`src/rtl/coh_ctl_pkg.sv`:
```
package coh_ctl_pkg;

   // Decoded target of one bus access
   typedef struct packed {
      logic       ctrl;   // enable bit word
      logic       cfg;    // read-only configuration word
      logic       pwr;    // power status word, any byte address
      logic [1:0] lane;   // byte offset inside the power word
   } coh_sel_t;

   localparam logic [2:0] SZ_BYTE = 3'd1;
   localparam logic [2:0] SZ_HALF = 3'd2;
   localparam logic [2:0] SZ_WORD = 3'd4;

   function automatic logic size_is_legal(input logic [2:0] sz);
      return (sz == SZ_BYTE) || (sz == SZ_HALF) || (sz == SZ_WORD);
   endfunction

   function automatic logic [31:0] cfg_word(input int unsigned cores);
      logic [31:0] w;
      w = ((32'd1 << cores) - 32'd1) << 4;
      w = w | (cores - 1);
      return w;
   endfunction

endpackage

```
`src/rtl/coh_ctl_decode.sv`:
```
module coh_ctl_decode
   import coh_ctl_pkg::*;
#(
   parameter int unsigned ADDR_W = 8
) (
   input  logic [ADDR_W-1:0] addr,
   output coh_sel_t          sel
);
   localparam logic [ADDR_W-1:0] OFS_CTRL = ADDR_W'(8'h00);
   localparam logic [ADDR_W-1:0] OFS_CFG  = ADDR_W'(8'h04);
   localparam logic [ADDR_W-3:0] PWR_WORD = (ADDR_W-2)'(2);

   always_comb begin
      sel      = '0;
      sel.ctrl = (addr == OFS_CTRL);
      sel.cfg  = (addr == OFS_CFG);
      sel.pwr  = (addr[ADDR_W-1:2] == PWR_WORD);
      sel.lane = addr[1:0];
   end
endmodule

```
`src/rtl/coh_ctl_pwr.sv`:
```
module coh_ctl_pwr #(
   parameter int unsigned DATA_W = 32
) (
   input  logic              clk,
   input  logic              rst_n,
   input  logic              we,
   input  logic [1:0]        lane,
   input  logic [2:0]        size,
   input  logic [DATA_W-1:0] wdata,
   output logic [DATA_W-1:0] q
);
   localparam int unsigned LANES = DATA_W / 8;

   for (genvar b = 0; b < LANES; b++) begin : g_lane
      logic [1:0] src;
      logic       hit;
      logic [7:0] byte_q;

      assign src = 2'(b) - lane;
      assign hit = (lane <= 2'(b)) && (3'(src) < size);

      always_ff @(posedge clk or negedge rst_n) begin
         if (!rst_n)         byte_q <= '0;
         else if (we && hit) byte_q <= wdata[8*src +: 8];
      end

      assign q[8*b +: 8] = byte_q;
   end
endmodule

```
`src/rtl/coh_ctl_rdmux.sv`:
```
module coh_ctl_rdmux
   import coh_ctl_pkg::*;
#(
   parameter int unsigned DATA_W = 32
) (
   input  logic              clk,
   input  logic              rst_n,
   input  logic              rd,
   input  coh_sel_t          sel,
   input  logic              en,
   input  logic [DATA_W-1:0] cfg,
   input  logic [DATA_W-1:0] pwr,
   output logic [DATA_W-1:0] rdata
);
   logic [DATA_W-1:0] rd_next;

   always_comb begin
      rd_next = '0;
      if (sel.ctrl)     rd_next = DATA_W'(en);
      else if (sel.cfg) rd_next = cfg;
      else if (sel.pwr) rd_next = pwr >> {sel.lane, 3'b000};
   end

   always_ff @(posedge clk or negedge rst_n) begin
      if (!rst_n)  rdata <= '0;
      else if (rd) rdata <= rd_next;
   end
endmodule

```
`src/rtl/coh_ctl_regs.sv`:
```
module coh_ctl_regs
   import coh_ctl_pkg::*;
#(
   parameter int unsigned NUM_CORES = 4,
   parameter int unsigned ADDR_W    = 8,
   parameter int unsigned DATA_W    = 32
) (
   input  logic              clk,
   input  logic              rst_n,
   input  logic [ADDR_W-1:0] bus_addr,
   input  logic              bus_rd,
   input  logic              bus_wr,
   input  logic [2:0]        bus_size,
   input  logic [DATA_W-1:0] bus_wdata,
   output logic [DATA_W-1:0] bus_rdata
);
   localparam logic [DATA_W-1:0] CFG_VAL = DATA_W'(cfg_word(NUM_CORES));

   if (NUM_CORES < 1 || NUM_CORES > 4) begin : g_bad_cores
      $error("coh_ctl_regs: NUM_CORES must lie in 1..4");
   end
   if (DATA_W != 32) begin : g_bad_width
      $error("coh_ctl_regs: DATA_W must be 32");
   end
   if (ADDR_W < 7) begin : g_bad_addr
      $error("coh_ctl_regs: ADDR_W must reach offset 0x54");
   end

   coh_sel_t          sel;
   logic              size_ok;
   logic              en_q;
   logic [DATA_W-1:0] pwr_q;

   assign size_ok = size_is_legal(bus_size);

   coh_ctl_decode #(.ADDR_W(ADDR_W)) i_decode (
      .addr (bus_addr),
      .sel  (sel)
   );

   always_ff @(posedge clk or negedge rst_n) begin
      if (!rst_n)                           en_q <= 1'b0;
      else if (bus_wr && size_ok && sel.ctrl) en_q <= bus_wdata[0];
   end

   coh_ctl_pwr #(.DATA_W(DATA_W)) i_pwr (
      .clk   (clk),
      .rst_n (rst_n),
      .we    (bus_wr && size_ok && sel.pwr),
      .lane  (sel.lane),
      .size  (bus_size),
      .wdata (bus_wdata),
      .q     (pwr_q)
   );

   coh_ctl_rdmux #(.DATA_W(DATA_W)) i_rdmux (
      .clk   (clk),
      .rst_n (rst_n),
      .rd    (bus_rd),
      .sel   (sel),
      .en    (en_q),
      .cfg   (CFG_VAL),
      .pwr   (pwr_q),
      .rdata (bus_rdata)
   );
endmodule

```
`config.mk`:
```
export PLATFORM = sky130hd
export DESIGN_NAME = coh_ctl_regs
export DESIGN_NICKNAME = d
export VERILOG_FILES = /design/src/rtl/coh_ctl_pkg.sv /design/src/rtl/coh_ctl_decode.sv /design/src/rtl/coh_ctl_pwr.sv /design/src/rtl/coh_ctl_rdmux.sv /design/src/rtl/coh_ctl_regs.sv
export SDC_FILE = /design/constraint.sdc
export NUM_CORES = 1
export LEC_CHECK = 0
export BUFFER_PORTS_ARGS = -buffer_cell sky130_fd_sc_hd__clkbuf_2
export CORE_ASPECT_RATIO = 0.75
export CORE_MARGIN = 8
export CORE_UTILIZATION = 47
export CTS_BUF_LIST = sky130_fd_sc_hd__clkbuf_4 sky130_fd_sc_hd__clkbuf_8
export DETAILED_ROUTE_END_ITERATION = 16
export PLACE_DENSITY = 0.79
export RECOVER_POWER = 100
export SLEW_MARGIN = 30
export SYNTH_ARGS = -nofsm -noshare
export SYNTH_HDL_FRONTEND = slang
export SYNTH_HIERARCHICAL = 1
export SYNTH_SLANG_ARGS = --single-unit
```
`constraint.sdc`:
```
create_clock -name clk -period 1.3 [get_ports clk]
set_clock_uncertainty 0.2 [all_clocks]
set_input_delay 0.325 -clock clk [delete_from_list [all_inputs] [get_ports clk]]
set_output_delay 0.325 -clock clk [all_outputs]
set_load 0.02 [all_outputs]
```
## Word level (Yosys, flattened, before mapping)

Index checks and enable logic that the tools add are counted.

| storage, ports and cells | value |
|---|---|
| register bits after elaboration | 65 |
| output and inout port bits | 32 |
| input bits | 47 |
| word-level logic and storage cells | 45 |

| operators by class | value |
|---|---|
| reductions and logical operators | 14 |
| equal/unequal tests | 5 |
| $add $sub $neg | 4 |
| mux-type cells | 3 |
| shift-type cells | 5 |
| magnitude comparators | 8 |

Operators by type and width:

| operator | number |
|---|---|
| $shiftx A32 B6 Y8 | 4 |
| $mux W32 | 3 |
| $shr A32 B5 Y32 | 1 |
| $lt A2 B3 Y1 | 4 |
| $logic_and A1 B1 Y1 | 11 |
| $eq A8 B3 Y1 const B | 1 |
| $logic_not A8 Y1 | 1 |
| $eq A6 B2 Y1 const B | 1 |
| $le A2 B1 Y1 const B | 2 |
| $le A2 B2 Y1 const B | 2 |
| $sub A1 B2 Y2 const A | 2 |
| $sub A2 B2 Y2 const A | 2 |
| $eq A3 B1 Y1 const B | 1 |
| $eq A3 B2 Y1 const B | 1 |
| $eq A3 B3 Y1 const B | 1 |
| $logic_or A1 B1 Y1 | 2 |

## Logic depth before layout (Yosys ltp)

Gate-level depths: netlist of the first run.

| logic depth | value |
|---|---|
| depth after elaboration | 6 |
| depth in mapped cells | 12 |
| depth with buffers taken out | 7 |

## Cells and area by module

Netlist of the first run, hierarchy kept.

By module, submodules not included:

| module | area each (sq um) | instances | cells each | sequential area each (sq um) |
|---|---|---|---|---|
| coh_ctl_pwr | 2202.1 | 1 | 132 | 800.8 |
| coh_ctl_rdmux | 1933.1 | 1 | 180 | 800.8 |
| coh_ctl_regs | 93.8 | 1 | 12 | 25.0 |
| coh_ctl_decode | 58.8 | 1 | 8 | 0.0 |

## Least setup slack after synthesis of the first run

OpenSTA, ideal clock, no wires.

| timing | value |
|---|---|
| path kind | input to register |
| from | input port bus_addr[1] |
| to | register i_pwr.g_lane[2].byte_q[0] |
| slack | -2.040 ns |
| buffers on the path | 5 |
| cell stages on the path | 11 |
| setup time | 0.125 ns |
| required time | 0.975 ns |
| arrival | 3.015 ns |
| cells stage by stage | buf_4 -> buf_2 -> buf_2 -> inv_1 -> ha_1 -> buf_2 -> buf_1 -> inv_1 -> ha_1 -> a311oi_4 -> mux2_2 |

| on the way | value |
|---|---|
| cells in the longest elaborated chain, start to end | 4 |
| elaborated cells between the ends (all ways) | 6 |
| those cells by class | 1 x add/sub; 2 x order compare; 1 x shift; 2 x reduce/logical |

Ends and longest elaborated chain:

| item | RTL line | text |
|---|---|---|
| start: declaration | coh_ctl_regs.sv:10 | `input logic [ADDR_W-1:0] bus_addr,` |
| branches (longest 4 deep; another with $sub A2 B2 Y2) | - |  |
| end signal: assignment | coh_ctl_pwr.sv:24 | `else if (we && hit) byte_q <= wdata[8*src +: 8];` |
| end: declaration | coh_ctl_pwr.sv:17 | `logic [7:0] byte_q;` |

Parallel ways; which one is timed is not known.
A chain may end at the register's enable or synchronous reset.

==> results of run 1 <==
[flip-flops by register name (all words and copies together) (netlist names)]
| signal | cells |
|---|---|
| en_q | 1 |
| i_pwr/g_lane.byte_q | 32 |
| i_rdmux/rdata | 32 |
[timing repair]
item,CTS,global route
hold endpoints to repair,65,0
pin swaps,9,18
hold buffers,1,0
setup endpoints to repair,97,97
gates resized for setup,22,102
buffers inserted,9,8
cloned,1,0
[metrics by stage]
stage / cell area, um2 / setup WS (ps)
3_3_place_gp: 5410 / -1310
2_1_floorplan: 4630 / -1430
5_1_grt: 6120 / -1040
4_1_cts: 5800 / -918
3_5_place_dp: 5410 / -1380
6_report: 6120 / -1040
[placed cells by master (no fill, tap or decap), types with 2 or more instances in the layout]
cell type	Yosys	final
dfrtp_1	65	65
buf_4	4	61
clkbuf_2	0	45
buf_6	5	39
conb_1	2	32
mux4_2	29	29
mux2_2	42	26
mux2_4	4	21
clkbuf_8	0	18
inv_1	22	18
nor2b_1	18	18
a221o_1	17	16
o22ai_1	15	14
nand2_1	13	12
a22oi_2	0	8
mux2i_1	8	8
o21ai_2	0	7
a222oi_1	7	7
ha_1	7	5
nand2b_4	1	4
buf_12	0	4
nor3b_4	1	3
mux4_1	3	3
o21ai_0	10	2
and2_1	2	2
or3_1	2	2
nand4_1	2	2
clkbuf_4	0	2
nor3_4	0	2
inv_2	0	2
a311oi_4	2	2
nand2b_1	5	2
ha_4	0	2
nor4_4	2	2
and2b_1	2	2
[synthesized netlist by cell type (all sizes together) (5+ instances only)]
library cell / n
nand2b: 6
o21ai: 10
clkbuf: 5
mux2i: 8
mux2: 48
a221o: 17
o22ai: 15
mux4: 32
a222oi: 7
ha: 7
inv: 22
nor2b: 18
buf: 22
a22oi: 8
nand2: 13
dfrtp: 65
[routing by layer]
layer	global-route usage	vias up	wire, um
met3	0.0539	12	815
met5	0	-	0
li1	-	1597	-
met1	0.265	1731	5700
met4	0.0424	0	203
met2	0.282	144	5770
[power by group through the flow]
stage | clock network (mW) | registers [mW] | logic (mW)
6_report | 1.85 | 2.12 | 0.975
2_1_floorplan | 0 | 2.16 | 0.569
5_1_grt | 1.99 | 2.13 | 1.04
3_5_place_dp | 0 | 2.16 | 0.933
3_3_place_gp | 0 | 2.15 | 0.893
4_1_cts | 1.88 | 2.12 | 0.946
[cell families (layout without fill, tap and decap cells)]
kind of cell | Yosys count | count (layout) | synth area share
AO/OA/AOI/OAI | 64 | 64 | 0.127
XOR/XNOR | 1 | 1 | 0.00204
adder cells (fa/ha/maj) | 7 | 7 | 0.0204
buffers and inverters | 49 | 194 | 0.0607
flip-flops | 65 | 65 | 0.379
multiplexers | 88 | 88 | 0.319
other | 2 | 32 | 0.00175
AND/OR/NAND/NOR | 56 | 57 | 0.0902
[worst max-delay path: stages]
cell,delay (ps)
clkbuf_2,80
or4_4,580
nor3b_4,290
and3_4,280
nand2b_4,60
a311oi_4,270
buf_12,180
mux2_4,300
[how the worst max path moves through the flow]
stage                startpoint                                    end  slack (ps)  cells after the start
finish              bus_addr[6]  i_pwr/g_lane[2].byte_q[5]$_DFFE_PN0P_       -1040                      8
global route        bus_addr[6]  i_pwr/g_lane[0].byte_q[3]$_DFFE_PN0P_       -1040                      8
global placement    bus_addr[6]  i_pwr/g_lane[2].byte_q[6]$_DFFE_PN0P_       -1310                      8
CTS                 bus_addr[6]  i_pwr/g_lane[0].byte_q[3]$_DFFE_PN0P_        -920                      8
detailed placement  bus_addr[6]  i_pwr/g_lane[2].byte_q[5]$_DFFE_PN0P_       -1380                      8
floorplan           bus_addr[1]  i_pwr/g_lane[2].byte_q[0]$_DFFE_PN0P_       -1430                     11
[cell type report]
type | count | area [um2] | share of cell area
flip-flops and latches | 65 | 1630 | 0.266
clock buffers | 14 | 180 | 0.0294
inverters | 22 | 90.1 | 0.0147
clock inverters | 2 | 35.0 | 0.00572
multi-input cells | 249 | 2760 | 0.450
well taps | 112 | 140 | 0.0229
repair buffers | 156 | 1290 | 0.211
==> impl_results.md, run 1 <==
- DP Cell Count: 585
- Total CTS buffers: 9
- Count of pins over their slew limit: 0
- Setup-failing EPs final: 97
- Final core utilization: 0.683
- Crit Path Class: in2reg
- Most used DFF post-synth: dfrtp_1
- Worst Hold End: en_q$_DFFE_PN0P_
- Routed wire length: 12500 um
- Share of the synthesized area in the top cell type: 0.379
- Worst reg2reg startpoint: i_pwr/g_lane[2].byte_q[1]$_DFFE_PN0P_
- RSZ-0062 raised after global routing: true
- Core area: 8970 um2
- Hold Fails Final Rpt: 0
- Non-Filler Instances: 620
- Type of the worst min-delay path: in2reg
- H-tree levels: 3
- Largest net degree at the start of global routing: 66
- Static Leak: 2.87 nW
- IO Port Bufs: 78
- Max Cap Viol: 0
- Seq cells post-synth: 65
- Slew HR: 0.582
- FF-to-FF End: i_rdmux/rdata[9]$_DFFE_PN0P_
- CTS root buf: clkbuf_8
- Fmax: 0.427 GHz
- Initial DRT Pass Iterations: 4
- Routed Antenna Nets: 0
- Clock share of power: 0.374
- Mean Syn Cell Area: 12.9 um2
- Die Ht: 98.7 um
- Status: complete, but fails checks
- Number of global-route vias before repair: 3562
- Crit share post-route: 1.80
- Via density per instance: 5.62
- TritonCTS clock tree: built
- Max clock buf depth: 2
- Failing checks: negative setup slack
- GRT Overall Usage: 0.189
- Distinct cells, synth: 45
- Hold depth: 3
- Final WS setup: -1040 ps
- Top cells by area, synth: dfrtp_1 38%, mux4_2 15%, mux2_2 11%
- Initial core utilization: 0.478
- Gr ovfl total: 0
- Die footprint: 12500 um2
- Maximum vdd drop: 0.000465 V
- Tightest Pin Transition: 625 ps
- Gpl congestion: 0.792
- Hold Slack: 206 ps
- First DRT Iteration DRCs: 315
- DP HPWL: 8770 um
- Sequential share of power: 0.429
- Setup TNS Final: -60830 ps
- Clk_lat worst skew: 340 ps
- PwrDens: 807 nW/um2
- N_diodes: 0
- Gate Count Post-Synth: 332
- Worst EP arrival: 2370 ps
- Final #Nets: 557
- Switch Pwr: 1.27 mW
- Register area share after synthesis: 0.379
- Critical path endpoint category: flop
- Leading area contributor after synthesis: dfrtp_1
- Yosys warnings: 6
- R2R Setup Slk: -290 ps
- Layout cells sized above 1: 0.569
- WL per Instance: 20.1 um
- Initial antenna violation count: 0
- Critical Path Fanout Max: 8
- Post-route DRC: 0
- Syn Std Cell Area: 4290 um2
- Pwr Total: 4.94 mW
- R2R cell count: 4
- Gate power share: 0.197
- Fin crit period: 2340 ps
- Synthesis-to-layout area growth: 42.8%
- Req. time, crit path: 1330 ps
- EDFF count, synth: 0
- Sw Share: 0.258
- I/O Pins: 79
- Cell Rows: 30
- Vias: 3484
- Global-route wire length before repair: 18500 um
- Clk slew on worst S/H paths: 70 ps
- Synth async-reset ratio: 1.00
- FILL cells: 593
- Clk sinks: 65
- P_int: 3.67 mW
- Hold Crit Start: bus_wr
- Die Wd: 126 um
- Critical Path Source Type: input pin
Power figures use the tool's default switching activity.
==> run 2, diff against run 1 <==
SETUP_SLACK_MARGIN = 0.15   (was not set)
==> run 2 against run 1 <==
The run still ends with negative setup slack left. Non-clock buffer count unchanged. Highest routed layer unchanged. Global-route usage is the same. Power increased by 0.36%. Register-to-register slack barely moved. Critical endpoint unchanged. Final cell count stayed put. Sequential power about the same. Sequential share of layout area unchanged.
==> impl_results.md, run 2 (same netlist as run 1, synthesis figures left out) <==
- Cell Area, Placed: 5410 um2 (unchanged)
- Count of pins over their slew limit: 0 (unchanged)
- WL per Instance: 20.2 um (+0.42%)
- Number of global-route vias before repair: 3562 (unchanged)
- Vias: 3521 (+1.1%)
- FF+latch area: 1630 um2 (unchanged)
- Status: complete, but fails checks
- Post-route DRC: 0 (unchanged)
- IO Port Bufs: 78 (unchanged)
- Fmax: 0.431 GHz (+1.1%)
- Area of the multi-input gates: 2760 um2 (unchanged)
- Gpl congestion: 0.792 (unchanged)
- Critical Path Fanout Max: 8 (unchanged)
- Synthesis-to-layout area growth: 42.8% (unchanged)
- TritonCTS clock tree: built
- Initial antenna violation count: 0 (unchanged)
- H-tree levels: 3 (unchanged)
- Worst EP arrival: 2350 ps (-20 ps)
- Total CTS buffers: 9 (unchanged)
- Slew HR: 0.578 (-0.00413)
- Max clock buf depth: 2 (unchanged)
- Tightest Pin Transition: 631 ps (+6.18 ps)
- GRT Overall Usage: 0.189 (unchanged)
- Largest net degree at the start of global routing: 66 (unchanged)
- Crit Path Class: in2reg
- N_diodes: 0 (unchanged)
- Clk sinks: 65 (unchanged)
- CTS root buf: clkbuf_8
- Core area: 8970 um2 (unchanged)
- Most common cell after layout, fill and taps aside: dfrtp_1
- Setup TNS Final: -59500 ps (+1330 ps)
- First DRT Iteration DRCs: 300 (-4.8%)
- Final #Nets: 557 (unchanged)
- Initial DRT Pass Iterations: 5 (+1)
- Final WS setup: -1020 ps (+24.4 ps)
- Clk slew on worst S/H paths: 70 ps (about the same)
- Layout cells sized above 1: 0.569 (unchanged)
- DP HPWL: 8770 um (unchanged)
- Post-route cell area: 6120 um2 (unchanged)
- Req. time, crit path: 1340 ps (about the same)
- Die footprint: 12500 um2 (unchanged)
- Failing checks: negative setup slack
- Routed Antenna Nets: 0 (unchanged)
- Most frequent cells in the layout: 65 x dfrtp_1, 61 x buf_4, 45 x clkbuf_2
- Dpl ws: -1380 ps (unchanged)
- Hold depth: 3 (unchanged)
- Static Leak: 2.87 nW (unchanged)
- Crit share post-route: 1.78 (-0.0188)
- FILL cells: 593 (unchanged)
- Global-route wire length before repair: 18500 um (unchanged)
- Critical path endpoint category: flop
- R2R cell count: 4 (unchanged)
- I/O Pins: 79 (unchanged)
- RSZ-0062 raised after global routing: true
- Max Cap Viol: 0 (unchanged)
- Fin crit period: 2320 ps (-24.4 ps)
- Clk_lat worst skew: 350 ps (about the same)
- Biggest regs: i_pwr/g_lane.byte_q: 32 flops, i_rdmux/rdata: 32 flops, en_q: 1 flops
- PwrDens: 810 nW/um2 (+0.36%)
- Die Wd: 126 um (unchanged)
- Cell Rows: 30 (unchanged)
- Hold Fails Final Rpt: 0 (unchanged)
- Via density per instance: 5.68 (+1.1%)
- Initial core utilization: 0.478 (unchanged)
- Die Ht: 98.7 um (unchanged)
- Type of the worst min-delay path: in2reg
- Setup-failing EPs final: 97 (unchanged)
- Gr ovfl total: 0 (unchanged)
- Pwr Total: 4.96 mW (+0.36%)
- Maximum vdd drop: 0.000480 V (+3.1%)
- Routed wire length: 12500 um (+0.42%)
- Critical Path Source Type: input pin
-- run 2: cell counts in the layout (fill, tap and decap cells not counted) --
Identical to the previous run, type by type.
-- run 2: routing by layer --
| layer | routed length (um) | global-route usage |
|---|---|---|
| met4 | 193 | 0.0424 |
| met5 | 0 | 0 |
| met1 | 5780 | 0.265 |
| met2 | 5820 | 0.282 |
| met3 | 746 | 0.0539 |
-- run 2: final cells by class --
cell class | count | share of cell area
flip-flops and latches | 65 | 0.266
clock buffers | 14 | 0.0294
multi-input cells | 249 | 0.450
clock inverters | 2 | 0.00572
inverters | 22 | 0.0147
well taps | 112 | 0.0229
repair buffers | 156 | 0.211
-- run 2: through the flow --
| step | hold slack (ps) | std cells | utilization |
|---|---|---|---|
| 2_1_floorplan | -171 | 362 | - |
| 3_3_place_gp | 164 | 585 | 0.603 |
| 3_5_place_dp | 172 | 585 | 0.603 |
| 4_1_cts | 185 | 612 | 0.647 |
| 5_1_grt | 184 | 620 | 0.683 |
| 6_report | 198 | 620 | 0.683 |
-- run 2: final timing paths --
path,from,to,slack [ps]
max in group asynchronous,rst_n,i_pwr/g_lane[1].byte_q[1]$_DFFE_PN0P_,70
setup reg to reg,i_pwr/g_lane[2].byte_q[1]$_DFFE_PN0P_,i_rdmux/rdata[9]$_DFFE_PN0P_,-290
setup / recovery,bus_addr[6],i_pwr/g_lane[2].byte_q[5]$_DFFE_PN0P_,-1020
min in group asynchronous,rst_n,i_rdmux/rdata[24]$_DFFE_PN0P_,410
hold reg to reg,en_q$_DFFE_PN0P_,en_q$_DFFE_PN0P_,280
hold / removal,bus_wr,en_q$_DFFE_PN0P_,200
-- run 2: worst max-delay path: stages --
cell	delay [ps]
clkbuf_2	80
or4_4	580
nor3b_4	270
and3_4	280
nand2b_4	60
a311oi_4	270
buf_12	180
mux2_4	300
-- run 2: what timing repair did --
item	in CTS	in global routing
endpoints found under the hold margin	65	0
pin swaps	9	18
endpoints found under the setup margin	97	97
cloned	1	0
gates resized for setup	22	102
hold buffers	1	0
setup buffers	9	8
-- run 2: power breakdown --
group,switching (mW),internal [mW]
registers,0.0397,2.08
logic,0.473,0.503
clock network,0.780,1.08
==> run 3, diff against run 2 <==
CELL_PAD_IN_SITES_DETAIL_PLACEMENT = 0   (was not set)
CELL_PAD_IN_SITES_GLOBAL_PLACEMENT = 1   (was not set)
CORE_UTILIZATION = 42   (was 47)
PLACE_DENSITY = 0.85   (was 0.79)
==> run 3 against run 2 <==
The flow still finishes with violations (negative setup slack). Combinational power is 2.7% lower. Die area up 10%. Critical path depth unchanged. Critical path type unchanged.
==> impl_results.md, run 3 (same netlist as run 1, synthesis figures left out) <==
- Core area: 10100 um2 (+13%)
- Sequential share of power: 0.440 (+0.012)
- Slew HR: 0.624 (+0.0454)
- Initial core utilization: 0.423 (-0.0547)
- WL per Instance: 17.0 um (-16%)
- I/O Pins: 79 (unchanged)
- Die Wd: 133 um (+5.1%)
- Setup-failing EPs final: 97 (unchanged)
- Die Ht: 104 um (+4.8%)
- Post-Route M1 WL: 5610 um (-3.0%)
- N_diodes: 0 (unchanged)
- Status: complete, but fails checks
- Max Cap Viol: 0 (unchanged)
- Hold Fails Final Rpt: 0 (unchanged)
- Post-route DRC: 0 (unchanged)
- Hold Slack: 195 ps (-3.61 ps)
- Clk sinks: 65 (unchanged)
- Worst EP arrival: 2240 ps (-110 ps)
- Cell Rows: 32 (+6.7%)
- RSZ-0062 raised after global routing: true
- Wire length on met3: 565 um (-24%)
- Global-route wire length before repair: 18100 um (-2.3%)
- Switch Pwr: 1.30 mW (+0.76%)
- Biggest regs: i_pwr/g_lane.byte_q: 32 flops, i_rdmux/rdata: 32 flops, en_q: 1 flops
- Vias: 3324 (-5.6%)
- Sw Share: 0.270 (+0.00956)
- Routed wire length: 10900 um (-13%)
- Setup crit start: bus_addr[6]
- Hold Crit Start: bus_wdata[0]
- TritonCTS clock tree: built
- Critical path endpoint category: flop
- H-tree levels: 3 (unchanged)
- Highest Signal Layer: met4
- Clk_lat worst skew: 340 ps (about the same)
- Count of pins over their slew limit: 0 (unchanged)
- Req. time, crit path: 1330 ps (about the same)
- Tightest Pin Transition: 563 ps (-68.0 ps)
- Critical Path Source Type: input pin
- Die footprint: 13700 um2 (+10%)
- Number of global-route vias before repair: 3455 (-3.0%)
- Pwr Total: 4.82 mW (-2.8%)
- Fin crit period: 2210 ps (-114 ps)
- Fmax: 0.454 GHz (+5.2%)
- Total CTS buffers: 9 (unchanged)
- Met2 WL: 4680 um (-20%)
- CTS root buf: clkbuf_8
- Gr ovfl total: 0 (unchanged)
- Gpl congestion: 0.770 (-2.8%)
- Worst reg2reg startpoint: i_pwr/g_lane[2].byte_q[4]$_DFFE_PN0P_
- First DRT Iteration DRCs: 170 (-43%)
- Routed Antenna Nets: 0 (unchanged)
- Final WS setup: -905 ps (+114 ps)
- PwrDens: 790 nW/um2 (-2.5%)
- Clk slew on worst S/H paths: 70 ps (about the same)
- Final core utilization: 0.603 (-0.0799)
- Crit share post-route: 1.70 (-0.0879)
- Failing checks: negative setup slack
- Layout cells sized above 1: 0.561 (-0.00763)
- P_int: 3.52 mW (-4.1%)
- Type of the worst min-delay path: in2reg
- Most common cell after layout, fill and taps aside: buf_4
- GRT Overall Usage: 0.162 (-0.0270)
- Critical Path Fanout Max: 8 (unchanged)
- Via density per instance: 5.18 (-8.8%)
- Most frequent cells in the layout: 66 x buf_4, 65 x dfrtp_1, 44 x clkbuf_2
- Clock share of power: 0.363 (-0.013)
- Crit Path Class: in2reg
- Maximum vdd drop: 0.000418 V (-13%)
- Gate power share: 0.197 (about the same)
- IO Port Bufs: 78 (unchanged)
- Initial antenna violation count: 0 (unchanged)
- Final #Nets: 555 (-0.36%)
- Synthesis-to-layout area growth: 42.4%
- Initial DRT Pass Iterations: 5 (unchanged)
- Largest net degree at the start of global routing: 66 (unchanged)
- Static Leak: 2.85 nW (-0.70%)
- DP HPWL: 8450 um (-3.6%)
- Max clock buf depth: 2 (unchanged)
-- run 3: critical path, cell delays in order --
cell and delay, ps:
clkbuf_2 80, or4_4 540, nor3b_4 210, and3_4 270, nand2_4 70, a311oi_4 260, buf_12 180, mux2_4 290
-- run 3: final cells by class --
cell class / instances / area [um2]
Fill cell: 796 / 4030
Multi-Input combinational cell: 248 / 2730
Sequential cell: 65 / 1630
Timing Repair Buffer: 155 / 1280
Tap cell: 136 / 170
Clock buffer: 10 / 138
Inverter: 22 / 90.1
Clock inverter: 6 / 67.6
-- run 3: per-layer routing --
metal	GRT usage	vias to the layer above
met5	0	-
met4	0.0437	0
met3	0.0415	2
met2	0.222	96
met1	0.243	1628
li1	-	1598
-- run 3: final timing paths --
kind	to	slack (ps)	cells past startpoint
worst min register to register	en_q$_DFFE_PN0P_	290	1
worst max-delay path	i_pwr/g_lane[0].byte_q[5]$_DFFE_PN0P_	-910	8
worst max register to register	i_rdmux/rdata[12]$_DFFE_PN0P_	-230	4
min in group asynchronous	i_rdmux/rdata[24]$_DFFE_PN0P_	410	3
max in group asynchronous	i_pwr/g_lane[3].byte_q[5]$_DFFE_PN0P_	130	3
worst min-delay path	en_q$_DFFE_PN0P_	190	3
-- run 3: repair_timing --
item / in CTS / in global routing
endpoints found under the hold margin: 65 / 0
buffers inserted: 9 / 9
resized for setup: 30 / 85
hold buffers: 1 / 0
pin swaps: 8 / 2
endpoints found under the setup margin: 97 / 97
-- run 3: power by group through the flow --
| stage | registers (mW) | clock network (mW) | logic (mW) |
|---|---|---|---|
| 3_3_place_gp | 2.16 | 0 | 0.902 |
| 3_5_place_dp | 2.16 | 0 | 0.930 |
| 6_report | 2.12 | 1.75 | 0.951 |
| 5_1_grt | 2.13 | 1.89 | 1.03 |
| 2_1_floorplan | 2.16 | 0 | 0.569 |
| 4_1_cts | 2.12 | 1.79 | 0.950 |
-- run 3: metrics by stage --
step | std cells | worst slack (ps) | instance area [um2] | TNS (ps)
6_report | 642 | -905 | 6100 | -54500
5_1_grt | 642 | -947 | 6100 | -58810
4_1_cts | 633 | -870 | 5860 | -53190
3_5_place_dp | 607 | -1330 | 5450 | -72980
3_3_place_gp | 607 | -1310 | 5450 | -72360
2_1_floorplan | 362 | -1430 | 4630 | -66280
